File: src/rtl/chact_pkg.sv
package chact_pkg;
   localparam int unsigned NUM_CNT = 4;
   typedef enum logic [2:0] {
      A_CTRL   = 3'd0,
      A_TOTAL  = 3'd1,
      A_BUSY   = 3'd2,
      A_RXFRM  = 3'd3,
      A_TXFRM  = 3'd4
   } chact_addr_e;
endpackage

File: src/rtl/chact_counter.sv
module chact_counter #(
   parameter int unsigned W      = 32,
   parameter bit          ALWAYS = 1'b0
) (
   input  logic         clk,
   input  logic         rst_n,
   input  logic         freeze,
   input  logic         inc,
   input  logic         ld,
   input  logic [W-1:0] ld_val,
   output logic [W-1:0] cnt
);
   localparam logic [W-1:0] ONE = W'(1);

   initial begin
      if (W < 1) $error("chact_counter: W must be at least 1");
   end

   logic step;
   generate
      if (ALWAYS) begin : g_free
         assign step = ~freeze;
      end else begin : g_gated
         assign step = ~freeze & inc;
      end
   endgenerate

   always_ff @(posedge clk or negedge rst_n) begin
      if (!rst_n)     cnt <= '0;
      else if (ld)    cnt <= ld_val;
      else if (step)  cnt <= cnt + ONE;
   end

   // unfrozen, unwritten, active -> exactly one more (mod 2^W)
   p_step_r3: assert property (@(posedge clk) disable iff (!rst_n)
      (!freeze && !ld && (inc || ALWAYS)) |=> (cnt == $past(cnt) + ONE));
   // inactive input holds the count
   p_idle_r3: assert property (@(posedge clk) disable iff (!rst_n)
      (!ld && !inc && !ALWAYS) |=> $stable(cnt));
   // frozen counter holds
   p_frozen_r4: assert property (@(posedge clk) disable iff (!rst_n)
      (freeze && !ld) |=> $stable(cnt));
   // write lands on next edge, over any increment
   p_load_r5: assert property (@(posedge clk) disable iff (!rst_n)
      ld |=> (cnt == $past(ld_val)));
endmodule

File: src/rtl/chact_regs.sv
module chact_regs #(
   parameter int unsigned W      = 32,
   parameter int unsigned ADDR_W = 3,
   parameter int unsigned N      = 4
) (
   input  logic                clk,
   input  logic                rst_n,
   input  logic                wr,
   input  logic [ADDR_W-1:0]   addr,
   input  logic [W-1:0]        wdata,
   input  logic [N*W-1:0]      cnt_flat,
   output logic [N-1:0]        ld,
   output logic                freeze,
   output logic [W-1:0]        rdata
);
   localparam int unsigned NREG = N + 1;

   initial begin
      if ((1 << ADDR_W) < NREG) $error("chact_regs: ADDR_W too small");
   end

   wire ctrl_sel = (addr == '0);

   always_ff @(posedge clk or negedge rst_n) begin
      if (!rst_n)              freeze <= 1'b0;
      else if (wr && ctrl_sel) freeze <= wdata[0];
   end

   genvar gi;
   generate
      for (gi = 0; gi < N; gi++) begin : g_dec
         assign ld[gi] = wr && (addr == ADDR_W'(gi + 1));
      end
   endgenerate

   always_comb begin
      rdata = '0;
      if (ctrl_sel) rdata[0] = freeze;
      for (int i = 0; i < N; i++) begin
         if (addr == ADDR_W'(i + 1)) rdata = cnt_flat[i*W +: W];
      end
   end

   // control reads freeze in bit 0, zeros elsewhere
   p_ctrl_read_r7: assert property (@(posedge clk) disable iff (!rst_n)
      ctrl_sel |-> (rdata == W'(freeze)));
   // control write updates freeze next cycle
   p_ctrl_wr_r7: assert property (@(posedge clk) disable iff (!rst_n)
      (wr && ctrl_sel) |=> (freeze == $past(wdata[0])));
   // unmapped addresses read zero and leave freeze alone
   p_unmapped_r8: assert property (@(posedge clk) disable iff (!rst_n)
      (int'(addr) >= NREG) |-> (rdata == '0));
   p_unmapped_wr_r8: assert property (@(posedge clk) disable iff (!rst_n)
      (int'(addr) >= NREG) |-> (ld == '0));
endmodule

File: src/rtl/chan_activity_counters.sv
module chan_activity_counters #(
   parameter int unsigned CNT_W  = 32,
   parameter int unsigned ADDR_W = 3
) (
   input  logic              clk,
   input  logic              rst_n,
   input  logic              busy_i,
   input  logic              rx_i,
   input  logic              tx_i,
   input  logic              reg_wr,
   input  logic [ADDR_W-1:0] reg_addr,
   input  logic [CNT_W-1:0]  reg_wdata,
   output logic [CNT_W-1:0]  reg_rdata
);
   import chact_pkg::*;
   localparam int unsigned N = NUM_CNT;

   logic [N-1:0]       ld;
   logic [N-1:0]       inc;
   logic               freeze;
   logic [N*CNT_W-1:0] cnt_flat;

   assign inc = {tx_i, rx_i, busy_i, 1'b1};

   genvar gi;
   generate
      for (gi = 0; gi < N; gi++) begin : g_cnt
         chact_counter #(.W(CNT_W), .ALWAYS(gi == 0)) u_cnt (
            .clk    (clk),
            .rst_n  (rst_n),
            .freeze (freeze),
            .inc    (inc[gi]),
            .ld     (ld[gi]),
            .ld_val (reg_wdata),
            .cnt    (cnt_flat[gi*CNT_W +: CNT_W])
         );
      end
   endgenerate

   chact_regs #(.W(CNT_W), .ADDR_W(ADDR_W), .N(N)) u_regs (
      .clk      (clk),
      .rst_n    (rst_n),
      .wr       (reg_wr),
      .addr     (reg_addr),
      .wdata    (reg_wdata),
      .cnt_flat (cnt_flat),
      .ld       (ld),
      .freeze   (freeze),
      .rdata    (reg_rdata)
   );

   // all four counters stop on the same edge while frozen
   p_coherent_r4: assert property (@(posedge clk) disable iff (!rst_n)
      (freeze && !reg_wr) |=> $stable(cnt_flat));
endmodule

File: config.mk
export PLATFORM = sky130hd
export DESIGN_NAME = chan_activity_counters
export DESIGN_NICKNAME = d
export VERILOG_FILES = /design/src/rtl/chact_pkg.sv /design/src/rtl/chact_counter.sv /design/src/rtl/chact_regs.sv /design/src/rtl/chan_activity_counters.sv
export SDC_FILE = /design/constraint.sdc
export NUM_CORES = 1
export LEC_CHECK = 0
export BUFFER_PORTS_ARGS = -buffer_cell sky130_fd_sc_hd__buf_2
export CAP_MARGIN = 20
export CELL_PAD_IN_SITES_DETAIL_PLACEMENT = 1
export CELL_PAD_IN_SITES_GLOBAL_PLACEMENT = 2
export CORE_ASPECT_RATIO = 0.7
export CORE_MARGIN = 1.5
export CORE_UTILIZATION = 37
export CTS_CLUSTER_SIZE = 8
export DETAILED_ROUTE_END_ITERATION = 16
export PLACE_DENSITY = 0.84
export SYNTH_ARGS = -nofsm -noshare
export SYNTH_HDL_FRONTEND = slang
export SYNTH_SLANG_ARGS = --single-unit
export TNS_END_PERCENT = 1
File: constraint.sdc
create_clock -name clk -period 2.5 [get_ports clk]
set_input_delay 0.375 -clock clk [delete_from_list [all_inputs] [get_ports clk]]
set_output_delay 0.375 -clock clk [all_outputs]
set_load 0.02 [all_outputs]
Word level (Yosys, flattened, before mapping)

Index checks and enable logic that the tools add are counted.

Add/sub/neg operators: 4
$mul: 0
Divide/modulo/power cells: 0
Order comparisons: 0
Equal/unequal tests: 5
Shift operators: 0
Mux-type cells: 13
Bitwise operators: 4
Reduce and logical (&&, ||, !) cells: 9

Operators by type and width:

| kind                                                | number |
|---|---|
| 2-to-1 mux 32 bit                                   | 12 |
| adder 32 x 1 -> 32 bit, second input constant       | 4 |
| equality test 3 x 2 -> 1 bit, second input constant | 2 |
| nonzero test 2 bit                                  | 3 |
| logical AND 1 bit                                   | 5 |
| AND 1 bit                                           | 3 |
| equality test 3 x 1 -> 1 bit, second input constant | 1 |
| equality test 3 bit, second input constant          | 1 |
| zero test 3 bit                                     | 1 |
| != test 2 bit, second input constant                | 1 |
| 2-to-1 mux 1 bit                                    | 1 |
| NOT 1 bit                                           | 1 |

Register bits: 129
Bits in latches: 0
Memory bits (writable): 0
ROM bits: 0
Bits of input ports: 41
Output and inout port bits: 32
Memories kept: 0

Depth between registers and ports, before layout

Depth after elaboration: 6
Depth in mapped cells: 7
Depth with buffers taken out: 6

Hierarchy

From an unflattened synthesis, not the netlist that was laid out.

Cells, all modules: 980
Area, all modules: 8,917.3 µm²

Modules (own cells, without submodules):

| module                             | times used | cells an instance | area an instance (µm²) |
|---|---|---|---|
| chact_counter (g_cnt[1].u_cnt ...) | 3          | 211               | 1,871.8 |
| chact_counter (g_cnt[0].u_cnt)     | 1          | 217               | 1,908.1 |
| chact_regs                         | 1          | 129               | 1,390.1 |
| chan_activity_counters             | 1          | 1                 | 3.8 |

Worst setup path before layout

OpenSTA, ideal clock, no wires.

Kind: input port to output port
Start: input port reg_addr[0]
End: output port reg_rdata[10]
Arrival time: 1.553 ns
Required time: 2.125 ns
Setup slack: 0.572 ns
Stages on the path: 4
Path buffers: 2
Cell sequence: buf_2 > buf_1 > mux2i_1 > o22ai_1

Longest elaborated chain between the ends: 5
Elaborated cells between the ends (all ways): 8

RTL lines:

| element                        | RTL line                     | RTL |
|---|---|---|
| start, declared                | chan_activity_counters.sv:11 | `input logic [ADDR_W-1:0] reg_addr,` |
| equality test 3 x 1 -> 1 bit   | chact_regs.sv:40             | `if (addr == ADDR_W'(i + 1)) rdata = cnt_flat[i*W +: W];` |
| 2-to-1 mux 32 bit (3 in a row) | chact_regs.sv:40             |  |
| 2-to-1 mux 32 bit (*)          | chact_regs.sv:40             |  |
| end, declared                  | chan_activity_counters.sv:13 | `output logic [CNT_W-1:0] reg_rdata` |

Mark *: on every way between the ends. The rest lies on a longest branch, timed or not.

Worst setup path after layout

Start: register u_regs.freeze
End: output port reg_rdata[0]

Longest elaborated chain between the ends: 5

RTL lines:

| element                        | RTL line         | RTL |
|---|---|---|
| start, declared                | chact_regs.sv:13 | `output logic freeze,` |
| start signal, assigned         | chact_regs.sv:26 | `else if (wr && ctrl_sel) freeze <= wdata[0];` |
| 2-to-1 mux 1 bit               | chact_regs.sv:38 | `if (ctrl_sel) rdata[0] = freeze;` |
| 2-to-1 mux 32 bit (4 in a row) | chact_regs.sv:40 |  |

No other way between the ends.

==> metrics.txt <==
result of the run completed; clock insertion delay at the later pin of the skew report between 400 and 500 ps; placed cell area just under 0.009 mm^2; fill count ~2,600; Clock Skews about 14 ps; Critical Path RT between 2000 and 2500 ps; clock tree buffer depth 2; number of global-route vias before repair between 7,000 and 8,000; net load switching power ~3.2 mW; cell breakdown of the critical path buf_4, mux2i_1, nor2_1, a31oi_1, o22ai_1, buf_2; library cell with the highest instance count after synthesis sky130_fd_sc_hd__nand2_1; largest net degree at the start of global routing 65; Synth Net Count approximately 990; total overflow reported by the global router 0; share of power burned in the clock network 32.5%; count of flip-flops with a built-in enable after synthesis 0; worst hold stages 3; average wire per standard cell 22.4 um; Seq pwr share a little over two fifths; die height roughly 130 um; Starting Density a little under two fifths; number of clock buffers inserted by TritonCTS 17; worst endpoint data arrival time ~1900 ps; max-cap violations 0; count of unique library cells instantiated by Yosys 39; share of flip-flops with an asynchronous set or reset after synthesis 100%; final cycle utilization of the critical path about 89%; net switching fraction of the power roughly 37%; fin area between 0.009 and 0.01 mm^2; Area contributors post-synth sky130_fd_sc_hd__dfrtp_1, sky130_fd_sc_hd__xnor2_1, sky130_fd_sc_hd__xor2_1, sky130_fd_sc_hd__nand2_1, sky130_fd_sc_hd__mux2i_1; Final #Nets 1,050; Yosys reg bits 129; synthesized cell area ~0.0081 mm^2; cell-internal power 5.29 mW; slew at the pin with the worst max-slew slack around 670 ps; worst slew margin relative to its limit between 50% and 60%; Reg clk slew, reported paths roughly 60 ps; Max Clock Freq 450 MHz; combinational power share between 20 and 30%; overall track demand over capacity in global routing about a quarter; kind of end point of the critical path output port; total clock sinks 129; row count 45; clock tree from TritonCTS built; most numerous cell types in the synthesized netlist sky130_fd_sc_hd__nand2_1, sky130_fd_sc_hd__dfrtp_1, sky130_fd_sc_hd__o21ai_1; antenna violations before repair 0; sum of negative setup slack 0 ps; CTS root buf sky130_fd_sc_hd__clkbuf_16; combined buffer and inverter count along the critical path 2; first-pass GRT wire length 45,100 um; RSZ-0062 raised after global routing false; post-layout power between 8 and 9 mW; x dimension of the die ~180 um; Hold Violations, Final 0; critical setup path kind flip-flop to output port; Gates resized, CTS repair 0; cells after synthesis 944; violation count after the first detailed-route iteration about 540; length in cells of the worst reg-to-reg path 5; area used by multi-input combinational logic approximately 0.0047 mm^2; share of synthesized area occupied by flip-flops and latches between 30 and 40%; area taken by flip-flops and latches ~0.0032 mm^2; DPL Wire Length around 22,000 um; number of search-and-repair iterations in the first detailed-routing pass 6; maximum fanout along the worst path 9; leakage approximately 3.7 nW; count of yosys warnings during synthesis 0; nature of the critical path startpoint flip-flop; Avg Inst Size Synth 8.62 um^2; I/O Pins 73; Detail Route Antenna Nets 0; Slowest-stage cell, CP sky130_fd_sc_hd__dfrtp_1; ratio of cells with drive above 1 in the final layout about 15%; # diodes 0; CTS HTree Levels 4; type of the tightest min-delay check input port to flip-flop; fin. max-slew vios 0; Slowest Stage Delay on Critical Path 530 ps; area share of the largest cell type after synthesis between 30% and 40%; power density relative to cell area 884 mW/mm^2; dominant cell type by area after synthesis sky130_fd_sc_hd__dfrtp_1; Die ar. 0.0229 mm^2; total vias in the final route around 7,500; average vias per placed instance around 5.7; routability congestion estimate just over 0.9; count of endpoints failing setup in the final report 0; post-detailed-route DRC marker count 0; top cell family by delay on the critical path flip-flops; final wirelength approximately 29,000 um; Port-buffer cells between 70 and 80; Critical Path Stages 6; most common flop cell mapped by yosys sky130_fd_sc_hd__dfrtp_1; Core Box Area 0.0216 mm^2; Final Critical Period between 2000 and 2500 ps; area delta synth->final 17.6%; worst-case vdd ir drop between 0.4 and 0.5 mV
timing repair:
item / 4_1_cts / 5_1_grt
hold buffers: 1 / 0
hold endpoints to repair: 29 / 0
setup buffers: 0 / 0
worst reg2reg max path: stages (launching register included):
cell	delay, ps
sky130_fd_sc_hd__dfrtp_1	500
sky130_fd_sc_hd__and4b_1	550
sky130_fd_sc_hd__nand3_1	360
sky130_fd_sc_hd__nor4_1	420
sky130_fd_sc_hd__xnor2_1	160
sky130_fd_sc_hd__a21oi_1	80
logic make-up (layout without fill, tap and decap cells):
| kind of cell | count (synthesis) | in the layout | synth area share (%) |
|---|---|---|---|
| muxes | 40 | 40 | 4.98 |
| xor gates and xnor gates | 123 | 123 | 13.2 |
| buffers and inverters | 67 | 141 | 3.18 |
| DFF | 129 | 129 | 39.7 |
| AOI/OAI and AO/OA | 191 | 191 | 13.2 |
| adders and majority gates | 4 | 4 | 0.615 |
| and+or+nand+nor | 390 | 390 | 25.1 |
layer usage:
metal  up-vias  wire length [um]  track usage [%]
li1       3491                 -                -
met1      3743             14500             39.3
met2       209             12200             38.1
met3        29              2040             6.13
met4         0               355             5.54
met5         -                 0                0
cells in the final DEF, fill, tap and decap left out, drive strengths merged, types with 22 or more instances in the layout:
| master | instances |
|---|---|
| nor3 | 25 |
| and3 | 24 |
| nand3 | 56 |
| a22oi | 31 |
| dfrtp | 129 |
| nand2 | 134 |
| nor4 | 22 |
| xnor2 | 62 |
| o22ai | 32 |
| nor2 | 58 |
| mux2i | 36 |
| xor2 | 61 |
| a21oi | 35 |
| buf | 97 |
| nand4 | 37 |
| o21ai | 91 |
registers in the layout (all words and copies together), names as in the netlist:
| register | count |
|---|---|
| g_cnt.u_cnt.cnt | 128 |
| u_regs.freeze | 1 |
area by class of cell:
class / count / area share (%)
clock inverter: 11 / 1.87
tap: 282 / 3.69
inverter: 11 / 0.431
multi-input combinational: 748 / 48.8
timing repair buffer: 98 / 6.68
clock buffer: 21 / 4.81
sequential: 129 / 33.7
stage by stage:
step / hold WS [ps] / worst slack, ps / std cells / utilization [%]
2_1_floorplan: 79.4 / 572 / 944 / -
3_3_place_gp: 292 / 336 / 1267 / 41.3
3_5_place_dp: 294 / 330 / 1267 / 41.3
4_1_cts: 223 / 277 / 1300 / 44.3
5_1_grt: 244 / 78.5 / 1300 / 44.3
6_report: 237 / 278 / 1300 / 44.3
power by group through the flow:
| stage | clock [mW] | combinational, mW | sequential [mW] |
|---|---|---|---|
| final | 2.75 | 2.13 | 3.59 |
| after global routing | 2.86 | 2.35 | 3.66 |
| after CTS | 2.77 | 2.12 | 3.56 |
| after detailed placement | 0 | 2.10 | 3.58 |
| after global placement | 0 | 2.04 | 3.58 |
| after floorplan | 0 | 1.53 | 3.21 |
path summary, 6_finish.rpt:
check / from / end / slack (ps)
worst max-delay path: u_regs.freeze / reg_rdata[0] / 280
worst max register to register: u_regs.freeze / g_cnt[2].u_cnt.cnt[18] / 280
worst min register to register: g_cnt[1].u_cnt.cnt[15] / g_cnt[1].u_cnt.cnt[15] / 590
worst min-delay path: reg_wdata[1] / g_cnt[3].u_cnt.cnt[1] / 240
min in group asynchronous: rst_n / g_cnt[2].u_cnt.cnt[4] / 410
max in group asynchronous: rst_n / g_cnt[2].u_cnt.cnt[10] / 1360
Power figures use the tool's default switching activity.
